[src/rtl/irda_pkg.sv]
package irda_pkg;

    typedef enum logic [1:0] {
        IRM_OFF_A = 2'b00,
        IRM_OFF_B = 2'b01,
        IRM_FIXED = 2'b10,
        IRM_FRAC  = 2'b11
    } ir_mode_e;

    typedef struct packed {
        logic     rs485;
        logic     rx_guard;
        logic     tx_guard;
        logic     rx_inv;
        logic     tx_inv;
        logic     half;
        ir_mode_e mode;
    } sir_cfg_t;

    localparam logic [7:0] CFG_RESET = 8'h04;

    typedef enum logic [1:0] {
        DIR_RX      = 2'd0,
        DIR_TX_HOLD = 2'd1,
        DIR_TX      = 2'd2,
        DIR_RX_HOLD = 2'd3
    } dir_state_e;

    typedef enum logic {
        ENC_IDLE  = 1'b0,
        ENC_PULSE = 1'b1
    } enc_state_e;

endpackage

[src/rtl/irda_dir_guard.sv]
module irda_dir_guard
    import irda_pkg::*;
#(
    parameter int GUARD_CHARS = 4
) (
    input  logic clk,
    input  logic rst_n,
    input  logic half,
    input  logic tx_guard,
    input  logic rx_guard,
    input  logic tx_busy,
    input  logic char_tick,
    output logic tx_open,
    output logic rx_open
);
    localparam int GW = $clog2(GUARD_CHARS) + 1;
    localparam logic [GW-1:0] LAST = GW'(GUARD_CHARS - 1);

    dir_state_e st, st_nxt;
    logic [GW-1:0] cnt, cnt_nxt;
    logic tg, rg, expire;

    assign tg = half & tx_guard;
    assign rg = half & rx_guard;
    assign expire = char_tick && (cnt == LAST);

    always_comb begin
        st_nxt  = st;
        cnt_nxt = cnt;
        unique case (st)
            DIR_RX: begin
                if (tx_busy) begin
                    st_nxt  = tg ? DIR_TX_HOLD : DIR_TX;
                    cnt_nxt = '0;
                end
            end
            DIR_TX_HOLD: begin
                if (!tx_busy) begin
                    st_nxt  = DIR_RX;
                    cnt_nxt = '0;
                end else if (expire) begin
                    st_nxt  = DIR_TX;
                    cnt_nxt = '0;
                end else if (char_tick) begin
                    cnt_nxt = cnt + 1'b1;
                end
            end
            DIR_TX: begin
                if (!tx_busy) begin
                    st_nxt  = rg ? DIR_RX_HOLD : DIR_RX;
                    cnt_nxt = '0;
                end
            end
            DIR_RX_HOLD: begin
                if (tx_busy) begin
                    st_nxt  = tg ? DIR_TX_HOLD : DIR_TX;
                    cnt_nxt = '0;
                end else if (expire) begin
                    st_nxt  = DIR_RX;
                    cnt_nxt = '0;
                end else if (char_tick) begin
                    cnt_nxt = cnt + 1'b1;
                end
            end
        endcase
    end

    always_ff @(posedge clk or negedge rst_n) begin
        if (!rst_n) begin
            st  <= DIR_RX;
            cnt <= '0;
        end else begin
            st  <= st_nxt;
            cnt <= cnt_nxt;
        end
    end

    always_comb begin
        tx_open = !half || (st == DIR_TX);
        rx_open = !half || (st == DIR_RX);
    end

    AST_DIR_EXCLUSIVE: assert property (@(posedge clk) disable iff (!rst_n)
        half |-> !(tx_open && rx_open));
    AST_GUARD_CNT_RANGE: assert property (@(posedge clk) disable iff (!rst_n)
        cnt <= LAST);
endmodule

[src/rtl/irda_pulse_enc.sv]
module irda_pulse_enc
    import irda_pkg::*;
#(
    parameter int OS_PER_BIT      = 16,
    parameter int SHORT_OS        = 3,
    parameter int FIXED_PULSE_CYC = 32
) (
    input  logic clk,
    input  logic rst_n,
    input  logic os_tick,
    input  logic bit_tick,
    input  logic txd,
    input  logic enable,
    input  logic short_mode,
    output logic pulse
);
    localparam int PH_W  = $clog2(OS_PER_BIT);
    localparam int MAXW  = (FIXED_PULSE_CYC > SHORT_OS) ? FIXED_PULSE_CYC : SHORT_OS;
    localparam int CW    = $clog2(MAXW + 1);
    localparam logic [PH_W-1:0] MID = PH_W'(OS_PER_BIT / 2 - 1);

    enc_state_e st, st_nxt;
    logic [PH_W-1:0] ph;
    logic [CW-1:0]   cnt, cnt_nxt;
    logic            bit_q, step;

    always_ff @(posedge clk or negedge rst_n) begin
        if (!rst_n) begin
            ph    <= '0;
            bit_q <= 1'b1;
        end else if (bit_tick) begin
            ph    <= '0;
            bit_q <= txd;
        end else if (os_tick) begin
            ph    <= ph + 1'b1;
        end
    end

    assign step = short_mode ? os_tick : 1'b1;

    always_comb begin
        st_nxt  = st;
        cnt_nxt = cnt;
        unique case (st)
            ENC_IDLE: begin
                if (enable && os_tick && !bit_tick && ph == MID && !bit_q) begin
                    st_nxt  = ENC_PULSE;
                    cnt_nxt = short_mode ? CW'(SHORT_OS) : CW'(FIXED_PULSE_CYC);
                end
            end
            ENC_PULSE: begin
                if (!enable) begin
                    st_nxt = ENC_IDLE;
                end else if (step) begin
                    if (cnt == CW'(1)) st_nxt = ENC_IDLE;
                    else               cnt_nxt = cnt - 1'b1;
                end
            end
        endcase
    end

    always_ff @(posedge clk or negedge rst_n) begin
        if (!rst_n) begin
            st  <= ENC_IDLE;
            cnt <= '0;
        end else begin
            st  <= st_nxt;
            cnt <= cnt_nxt;
        end
    end

    always_comb pulse = (st == ENC_PULSE);

    AST_PULSE_MIDCELL: assert property (@(posedge clk) disable iff (!rst_n)
        $rose(pulse) |-> ($past(ph) == MID));
endmodule

[src/rtl/irda_pulse_dec.sv]
module irda_pulse_dec #(
    parameter int SYNC_STAGES = 2
) (
    input  logic clk,
    input  logic rst_n,
    input  logic bit_tick,
    input  logic rx_in,
    input  logic enable,
    output logic rx_bit
);
    logic [SYNC_STAGES-1:0] sync;
    logic seen;

    always_ff @(posedge clk or negedge rst_n) begin
        if (!rst_n) begin
            sync   <= '0;
            seen   <= 1'b0;
            rx_bit <= 1'b1;
        end else begin
            sync <= {sync[SYNC_STAGES-2:0], rx_in};
            if (!enable) begin
                seen   <= 1'b0;
                rx_bit <= 1'b1;
            end else if (bit_tick) begin
                rx_bit <= ~(seen | sync[SYNC_STAGES-1]);
                seen   <= 1'b0;
            end else if (sync[SYNC_STAGES-1]) begin
                seen <= 1'b1;
            end
        end
    end
endmodule

[src/rtl/irda_sir_ctrl.sv]
module irda_sir_ctrl
    import irda_pkg::*;
#(
    parameter int OS_PER_BIT      = 16,
    parameter int SHORT_OS        = 3,
    parameter int FIXED_PULSE_CYC = 32,
    parameter int GUARD_CHARS     = 4,
    parameter int SYNC_STAGES     = 2
) (
    input  logic       clk,
    input  logic       rst_n,
    input  logic       cfg_wr,
    input  logic [7:0] cfg_wdata,
    input  logic       os_tick,
    input  logic       bit_tick,
    input  logic       char_tick,
    input  logic       uart_txd,
    input  logic       tx_busy,
    input  logic       uart_rts_n,
    input  logic       ir_rx,
    output logic       ir_tx,
    output logic       rx_bit,
    output logic       tx_grant,
    output logic       rts_n
);
    sir_cfg_t cfg_q;
    logic tx_open, rx_open, ir_on, enc_pulse;

    always_ff @(posedge clk or negedge rst_n) begin
        if (!rst_n)      cfg_q <= sir_cfg_t'(CFG_RESET);
        else if (cfg_wr) cfg_q <= sir_cfg_t'(cfg_wdata);
    end

    assign ir_on = cfg_q.mode[1];

    irda_dir_guard #(.GUARD_CHARS(GUARD_CHARS)) u_guard (
        .clk(clk), .rst_n(rst_n), .half(cfg_q.half),
        .tx_guard(cfg_q.tx_guard), .rx_guard(cfg_q.rx_guard),
        .tx_busy(tx_busy), .char_tick(char_tick),
        .tx_open(tx_open), .rx_open(rx_open)
    );

    irda_pulse_enc #(
        .OS_PER_BIT(OS_PER_BIT), .SHORT_OS(SHORT_OS),
        .FIXED_PULSE_CYC(FIXED_PULSE_CYC)
    ) u_enc (
        .clk(clk), .rst_n(rst_n), .os_tick(os_tick), .bit_tick(bit_tick),
        .txd(uart_txd), .enable(tx_open & ir_on),
        .short_mode(cfg_q.mode == IRM_FRAC), .pulse(enc_pulse)
    );

    irda_pulse_dec #(.SYNC_STAGES(SYNC_STAGES)) u_dec (
        .clk(clk), .rst_n(rst_n), .bit_tick(bit_tick),
        .rx_in(ir_rx ^ cfg_q.rx_inv), .enable(rx_open & ir_on),
        .rx_bit(rx_bit)
    );

    assign ir_tx    = enc_pulse ^ cfg_q.tx_inv;
    assign tx_grant = tx_open;
    assign rts_n    = cfg_q.rs485 ? ~(tx_busy & tx_open) : uart_rts_n;

    AST_TX_GATED: assert property (@(posedge clk) disable iff (!rst_n)
        !tx_open |=> !enc_pulse);
    AST_RX_BLOCKED: assert property (@(posedge clk) disable iff (!rst_n)
        !rx_open |=> rx_bit);
    AST_RTS_ONLY_TX: assert property (@(posedge clk) disable iff (!rst_n)
        (cfg_q.rs485 && !rts_n) |-> (tx_busy && tx_open));
endmodule

[config.mk]
export PLATFORM = sky130hd
export DESIGN_NAME = irda_sir_ctrl
export DESIGN_NICKNAME = d
export VERILOG_FILES = /design/src/rtl/irda_pkg.sv /design/src/rtl/irda_dir_guard.sv /design/src/rtl/irda_pulse_enc.sv /design/src/rtl/irda_pulse_dec.sv /design/src/rtl/irda_sir_ctrl.sv
export SDC_FILE = /design/constraint.sdc
export NUM_CORES = 1
export LEC_CHECK = 0
export BUFFER_PORTS_ARGS = -buffer_cell sky130_fd_sc_hd__buf_4
export CORE_ASPECT_RATIO = 2
export CORE_MARGIN = 3
export CORE_UTILIZATION = 50
export CTS_CLUSTER_DIAMETER = 80
export DETAILED_ROUTE_END_ITERATION = 6
export GPL_TIMING_DRIVEN = 0
export PLACE_DENSITY_LB_ADDON = 0.1
export SLEW_MARGIN = 20
export SYNTH_ARGS = -nofsm -noshare
export SYNTH_HDL_FRONTEND = slang
export SYNTH_HIERARCHICAL = 1
export SYNTH_SLANG_ARGS = --single-unit
[constraint.sdc]
create_clock -name clk -period 2.77 [get_ports clk]
set_input_delay 0.831 -clock clk [delete_from_list [all_inputs] [get_ports clk]]
set_output_delay 0.831 -clock clk [all_outputs]
set_load 0.05 [all_outputs]
==> results of run 1 <==
==> final cells by class <==
cell class | count | share of cell area
Clock buffer | 8 | 0.04178
Multi-Input combinational cell | 103 | 0.4308
Inverter | 8 | 0.01567
Tap cell | 30 | 0.01958
Buffer | 7 | 0.03329
Sequential cell | 29 | 0.3805
Timing Repair Buffer | 20 | 0.07833
==> path summary, 6_finish.rpt <==
check	end	from	slack [ns]
worst max-delay path	rts_n	u_guard/st[1]	0.47
worst min-delay path	u_dec/sync[1]	u_dec/sync[0]	0.36
worst max register to register	u_enc/cnt[5]	u_guard/st[1]	0.48
worst min register to register	u_dec/sync[1]	u_dec/sync[0]	0.36
max in group asynchronous	u_dec/rx_bit	rst_n	1.99
min in group asynchronous	u_enc/cnt[4]	rst_n	0.46
==> layer usage <==
layer  GRT usage  vias to the layer above  part of all wire
met2      0.3492                       28              0.58
met1      0.2077                      612              0.37
met3     0.05176                        7             0.033
met5           0                        -                 0
met4     0.05959                        0             0.017
li1            -                      583                 -
==> cells by family after synthesis <==
family | after synthesis | share of synthesized area
simple gates | 45 | 0.1561
buf+inv | 15 | 0.05712
xor+xnor | 7 | 0.04189
mux | 12 | 0.09825
flops | 29 | 0.4440
fa+ha+maj | 5 | 0.03808
compound gates | 34 | 0.1645
==> power groups by stage <==
stage               registers (W)  logic, W  clock network (W)
floorplan                0.000517  0.000273                  0
global placement         0.000513  0.000365                  0
detailed placement       0.000515  0.000378                  0
CTS                      0.000508  0.000379           0.000336
global route             0.000513  0.000407           0.000357
finish                   0.000507  0.000374           0.000328
==> critical path: stages, from the launching register on <==
cell and delay (ns):
dfrtp_1 0.38, buf_6 0.14, inv_1 0.12, o21ai_1 0.15, a31oi_2 0.19, buf_4 0.22
==> cell usage in the layout (no fill, tap or decap), drive strengths merged, types with 3 or more instances in the layout <==
cell and count:
nand2 12, o311ai 3, nor2 11, xor2 5
clkbuf 10, ha 5, and2 3, a21oi 3
dfrtp 26, o211ai 3, dfstp 3, inv 8
nand2b 3, o22ai 3, mux2 9, o21ai 5
a31oi 3, mux2i 3, buf 25, nand4 3
==> metrics by stage <==
stage          area, µm²  setup WS [ns]  power (W)  hold WS (ns)
3_5_place_dp        1837         0.4593  0.0008928        0.3466
2_1_floorplan       1649         0.1219  0.0007900        0.3312
5_1_grt             1917         0.2401   0.001278        0.3617
6_report            1917         0.4724   0.001209        0.3570
4_1_cts             1917         0.4567   0.001223        0.3575
3_3_place_gp        1837         0.5245  0.0008773        0.3394
==> sequential cells by signal (all words and copies together), names as in the netlist <==
| name | flops |
|---|---|
| u_guard/cnt | 3 |
| u_enc/bit_q | 1 |
| cfg_q | 8 |
| u_guard/st | 2 |
| u_enc/ph | 4 |
| u_dec/seen | 1 |
| u_dec/rx_bit | 1 |
| u_enc/cnt | 6 |
| u_dec/sync | 2 |
| u_enc/pulse | 1 |
==> qor.csv, run 1 <==
metric,value,unit
cell area after synthesis,1643,µm²
Net Sw Frac,0.3155,
DR vias/cell,6.000,
status,"complete, no violations",
Tot GR Track Use,0.1943,
sequential power share,0.419,
post-cts repair resize count,0,
Iter 0 DRT Violations,35,
Synth Instances,147,
post-layout util,0.6289,
Combinational Power Share,0.310,
total wire length,3259,µm
Mapped Nets,170,
endpoints failing hold,0,
Num CTS Buffers,5,
startpoint type of the worst setup path,flop,
Clk pwr share,0.271,
layout cells sized above 1,0.3029,
clock latency on the worst-skew pair,0.27,ns
top post-synthesis cells by area,"dfrtp_1, mux2_4, dfstp_2",
Fmax achieved,435.2,MHz
Area growth syn-to-layout,16.68,%
hpwl dp,2450,µm
Initial Util,0.5390,
global-route wire length before repair,5858,µm
initial antenna violation count,0,
Clock Pin Slew Worst Setup and Hold Paths,0.06,ns
final period utilization,0.8295,
Die ar.,4051,µm²
CTS tree,yes,
hold depth,0,
Die Wd,46.53,µm
Layout Cells excl Fill,205,
max-slew violations,0,
crit-path max FO,7,
Psw,0.0003815,W
Worst Path Arrival,1.47,ns
sequential fraction of the synthesis area,0.4440,
Yosys top cell area share,0.3960,
gpl congestion,0.8458,
FILL cells,276,
Post-synth top cells,"dfrtp_1, nand2_1, nor2_1",
most frequent cell after synthesis,dfrtp_1,
prevailing post-synth register cell,dfrtp_1,
MaxCap Viol Count,0,
number of flops mapped to enable cells by yosys,0,
Tmin final,2.298,ns
Synth area leader,dfrtp_1,
vias in the first global route,1344,
RSZ-0062 raised after global routing,no,
peak supply drop,0.4344,mV
total setup buffers inserted after CTS,0,
root buf cell,clkbuf_8,
dpl cells,197,
port bufs,20,
synth warn,6,
setup TNS,0,ns
min-delay worst type,reg2reg,
Syn Area/Cell,11.18,µm²
htree depth,2,
internal power,0.0008277,W
Leakage,0.8551,nW
routed len/inst,15.90,µm
deepest clock path buffer count,2,
synth unique cells,50,
Critical Path RT,1.94,ns
GRT overflow,0,
n_diodes,0,
Die Y,87.06,µm
Multi-input gate area,825.8,µm²
critical path type,reg2out,
CP endpoint kind,output port,
Cell Rows,28,
Final setup viols,0,
"flops & latches, synth",29,
ys async rst share,1.000,
sequential cell area,729.5,µm²
core area,3048,µm²
power per cell area,630.8,nW/µm²
largest net degree at the start of global routing,30,
CTS Hold Bufs,0,
skew final,0.001730,ns
DRC Markers,0,
Layout Nets,197,
IO Count,22,
DRT antenna net count,0,
Register-to-Register Path Depth,8,
Worst slew margin,0.7455,
clock sinks,29,
routed vias,1230,
Worst-Margin Slew,0.3770,ns
DR pass1 iterations,4,
No activity file was read; power rests on OpenSTA's default activity.
==> run 2: changes to the inputs <==
==> constraint.sdc (replaced) <==
create_clock -name clk -period 2.36 [get_ports clk]
set_input_delay 0.708 -clock clk [delete_from_list [all_inputs] [get_ports clk]]
set_output_delay 0.708 -clock clk [all_outputs]
set_load 0.05 [all_outputs]
==> run 2 against run 1 <==
Compared with the run above: via count is 1.2% higher; combinational power is 20% higher; non-clock buffer count stayed put; die area stayed put; sequential cell count stayed put; register-to-register slack worse by 0.35 ns; clock-buffer cell count is 1 lower; sequential share of layout area is 0.64 points lower; critical path type is now reg2reg.
==> qor.csv, run 2 (synthesized netlist as in run 1, its figures left out) <==
metric,value,unit
power per cell area,764.8,nW/µm²
startpoint type of the worst setup path,flop,
Die ar.,4051,µm²
Area growth syn-to-layout,18.66,%
Psw,0.0004626,W
Final setup viols,0,
Worst slew margin,0.7177,
total setup buffers inserted after CTS,0,
Largest register FFs,8,
Layout Cells excl Fill,205,
Initial Util,0.5390,
Clk pwr share,0.300,
Combinational Power Share,0.300,
sequential power share,0.400,
min-delay worst type,in2async,
Die Y,87.06,µm
DRC Markers,0,
Worst-Margin Slew,0.4218,ns
CTS Hold Bufs,0,
DRT antenna net count,0,
initial antenna violation count,0,
htree depth,2,
routed len/inst,17.01,µm
gpl congestion,0.8328,
critical path type,reg2reg,
"commonest non-fill, non-tap cell in the layout",dfrtp_1,
setup TNS,0,ns
clock latency on the worst-skew pair,0.27,ns
vias in the first global route,1280,
total wire length,3487,µm
Num CTS Buffers,5,
Iter 0 DRT Violations,34,
hold_ws,0.3447,ns
root buf cell,clkbuf_8,
IO Count,22,
post-layout util,0.6396,
MaxCap Viol Count,0,
clock sinks,29,
most frequent cells in the layout,"dfrtp_1, buf_4, nand2_1, nor2_1",
n_diodes,0,
DR vias/cell,6.073,
dpl cells,197,
core area,3048,µm²
Biggest register,cfg_q,
Clock Pin Slew Worst Setup and Hold Paths,0.06,ns
Cell Rows,28,
CTS tree,yes,
final period utilization,0.9462,
Tot GR Track Use,0.1998,
CP endpoint kind,flop,
max-slew violations,0,
RSZ-0062 raised after global routing,no,
largest net degree at the start of global routing,30,
port bufs,20,
global-route wire length before repair,5809,µm
peak supply drop,0.6301,mV
Layout Nets,197,
Die Wd,46.53,µm
Net Sw Frac,0.3103,
DR pass1 iterations,5,
Tmin final,2.233,ns
Fmax achieved,447.8,MHz
largest registers,"cfg_q (8), u_enc/cnt (6), u_enc/ph (4)",
Leakage,0.8736,nW
status,"complete, no violations",
skew final,0.005603,ns
hpwl dp,2676,µm
Critical Path RT,2.52,ns
routed vias,1245,
Worst Path Arrival,2.39,ns
deepest clock path buffer count,2,
internal power,0.001028,W
crit-path max FO,10,
GRT overflow,0,
post-cts repair resize count,0,
endpoints failing hold,0,
layout cells sized above 1,0.3371,
run 2: critical path, cell delays in order (launching register included):
cell	delay [ns]
dfrtp_1	0.35
buf_6	0.13
inv_1	0.10
o21ai_2	0.24
and2_1	0.18
nor4bb_2	0.35
a2bb2oi_1	0.20
clkbuf_2	0.22
a221oi_1	0.34
run 2: final cells by class:
type	count	area, µm²
Tap cell	30	37.54
Timing Repair Buffer	20	150.1
Clock buffer	7	96.34
Buffer	7	65.06
Fill cell	267	1099
Clock inverter	1	5.005
Inverter	8	30.03
Multi-Input combinational cell	103	835.8
Sequential cell	29	729.5
run 2: power groups by stage:
stage	logic, W	registers (W)	clock network, W
finish	0.000447	0.000597	0.000447
global route	0.000489	0.000603	0.000480
CTS	0.000449	0.000599	0.000459
detailed placement	0.000448	0.000606	0
global placement	0.000431	0.000602	0
floorplan	0.000326	0.000607	0
run 2: final timing paths:
path	start	to	slack, ns	depth (start not counted)
max in group asynchronous	rst_n	u_dec/rx_bit	1.70	1
worst max register to register	u_guard/st[1]	u_enc/cnt[1]	0.13	8
worst max-delay path	u_guard/st[1]	u_enc/cnt[1]	0.13	8
worst min-delay path	rst_n	u_enc/cnt[5]	0.34	1
worst min register to register	u_dec/sync[0]	u_dec/sync[1]	0.36	0
min in group clk	u_dec/sync[0]	u_dec/sync[1]	0.36	0
run 2: per-stage QoR:
| step | setup WS [ns] | area (µm²) | power, W |
|---|---|---|---|
| 6_report | 0.1269 | 1949 | 0.001491 |
| 5_1_grt | 0.001616 | 1949 | 0.001572 |
| 4_1_cts | 0.003842 | 1942 | 0.001507 |
| 3_5_place_dp | 0.05825 | 1841 | 0.001054 |
| 3_3_place_gp | 0.2067 | 1841 | 0.001033 |
| 2_1_floorplan | 0.02281 | 1653 | 0.0009324 |
run 2: layer usage:
metal | vias to the layer above | GRT usage | share of wire
li1 | 587 | - | -
met1 | 612 | 0.2008 | 0.35
met2 | 35 | 0.3643 | 0.58
met3 | 11 | 0.04762 | 0.035
met4 | 0 | 0.08290 | 0.031
met5 | - | 0 | 0
==> run 3: changes to the inputs <==
--- a/config.mk
+++ b/config.mk
@@ -8,7 +8,7 @@
 export BUFFER_PORTS_ARGS = -buffer_cell sky130_fd_sc_hd__buf_4
 export CORE_ASPECT_RATIO = 2
 export CORE_MARGIN = 3
-export CORE_UTILIZATION = 50
+export CORE_UTILIZATION = 35
 export CTS_CLUSTER_DIAMETER = 80
 export DETAILED_ROUTE_END_ITERATION = 6
 export GPL_TIMING_DRIVEN = 0
==> run 3 against run 2 <==
Compared with the run above: combinational power barely moved; highest routed layer unchanged; final cell count rose by 12%; sequential power barely moved; global-route usage fell by 5.6 points; clock skew rose by 0.0048 ns; first-iteration DRC count fell by 47%; largest power group unchanged; critical endpoint is now rts_n; via count fell by 2.9%; core utilization fell by 20 points.
==> qor.csv, run 3 (synthesized netlist as in run 1, its figures left out) <==
metric,value,unit
DRT antenna net count,0,
peak supply drop,0.3971,mV
FF-to-FF Start,u_guard/st[1],
global-route wire length before repair,5740,µm
DR vias/cell,5.279,
Psw,0.0004717,W
max-slew violations,0,
Num CTS Buffers,5,
startpoint type of the worst setup path,flop,
largest registers,"cfg_q (8), u_enc/cnt (6), u_enc/ph (4)",
Tmin final,2.121,ns
Fmax achieved,471.4,MHz
placed inst area,1871,µm²
GRT overflow,0,
Leakage,0.8633,nW
Worst Path Arrival,1.41,ns
r2r endpoint,u_enc/cnt[5],
RSZ-0062 raised after global routing,no,
total wire length,3450,µm
IO Count,22,
r2r setup slk,0.25,ns
Critical Path RT,1.65,ns
critical path type,reg2out,
Die ar.,5602,µm²
skew final,0.01040,ns
layout cells sized above 1,0.3371,
final period utilization,0.8988,
Register-to-Register Path Depth,8,
routed vias,1209,
port bufs,20,
post-layout util,0.4440,
Combinational Power Share,0.310,
setup TNS,0,ns
hpwl dp,2590,µm
vias in the first global route,1238,
Cell Rows,34,
core area,4424,µm²
crit-path max FO,7,
endpoints failing hold,0,
Die Y,102.9,µm
htree depth,2,
DRC Markers,0,
DR pass1 iterations,4,
Tot GR Track Use,0.1434,
CTS tree,yes,
Layout Cells excl Fill,229,
sequential power share,0.412,
MaxCap Viol Count,0,
Net Sw Frac,0.3278,
clock sinks,29,
clock latency on the worst-skew pair,0.28,ns
largest net degree at the start of global routing,30,
Clock Pin Slew Worst Setup and Hold Paths,0.07,ns
deepest clock path buffer count,2,
CP endpoint kind,output port,
power per cell area,732.6,nW/µm²
gpl congestion,0.7746,
Clk pwr share,0.278,
Worst slew margin,0.7410,
most frequent cells in the layout,"dfrtp_1, buf_4, nand2_1, nor2_1",
Layout Nets,197,
Area growth syn-to-layout,19.57,%
root buf cell,clkbuf_8,
Largest register FFs,8,
Iter 0 DRT Violations,18,
routed len/inst,15.07,µm
"commonest non-fill, non-tap cell in the layout",dfrtp_1,
Worst-Margin Slew,0.3885,ns
status,"complete, no violations",
internal power,0.0009675,W
Final setup viols,0,
initial antenna violation count,0,
n_diodes,0,
Initial Util,0.3713,
min-delay worst type,in2async,
dpl cells,221,
Biggest register,cfg_q,
Die Wd,54.45,µm
post-route cell area,1964,µm²
run 3: repair_timing:
item	in CTS	in global routing
hold buffers	0	0
buffers inserted	0	0
setup endpoints to repair	0	5
gates resized for setup	0	3
run 3: power by group through the flow:
| stage | clock network, W | logic [W] | registers [W] |
|---|---|---|---|
| after floorplan | 0 | 0.000326 | 0.000607 |
| after global placement | 0 | 0.000435 | 0.000602 |
| after detailed placement | 0 | 0.000448 | 0.000603 |
| after CTS | 0.000422 | 0.000451 | 0.000595 |
| after global routing | 0.000442 | 0.000481 | 0.000601 |
| final | 0.000400 | 0.000446 | 0.000594 |
run 3: how the worst max path moves through the flow:
stage | start | end | slack, ns | cells after the start
6_report | u_guard/st[1] | rts_n | 0.24 | 5
5_1_grt | u_guard/st[1] | u_enc/cnt[0] | 0.05 | 9
4_1_cts | u_guard/st[1] | u_enc/cnt[0] | 0.08 | 9
3_5_place_dp | u_guard/st[1] | u_enc/cnt[0] | 0.09 | 9
3_3_place_gp | u_guard/st[1] | u_enc/cnt[0] | 0.14 | 9
2_1_floorplan | u_guard/st[1] | u_enc/cnt[5] | 0.02 | 8
run 3: worst max-delay path: stages (launching register included):
cell and delay (ns):
dfrtp_1 0.37, buf_6 0.14, inv_1 0.13, o21ai_2 0.11, a31oi_2 0.17, buf_4 0.22
run 3: final cells by class:
class,count,area (µm²)
multi-input cells,103,835.8
inverters,8,30.03
flip-flops and latches,29,729.5
plain buffers,7,65.06
clock buffers,5,68.82
repair buffers,20,150.1
fillers,448,2460
clock inverters,3,17.52
well taps,54,67.56
run 3: layer usage:
layer / part of all wire / track usage / vias to the layer above
met5: 0 / 0 / -
met4: 0.028 / 0.08445 / 0
met3: 0.032 / 0.03184 / 9
met2: 0.56 / 0.2465 / 21
met1: 0.38 / 0.1524 / 595
li1: - / - / 584
run 3: metrics by stage:
step,setup WS (ns),total power [W],hold WS (ns)
after floorplan,0.02281,0.0009324,0.3312
after global placement,0.1362,0.001037,0.3350
after detailed placement,0.09191,0.001051,0.3416
after CTS,0.08248,0.001468,0.3497
after global routing,0.04692,0.001524,0.3591
final,0.2388,0.001439,0.3401
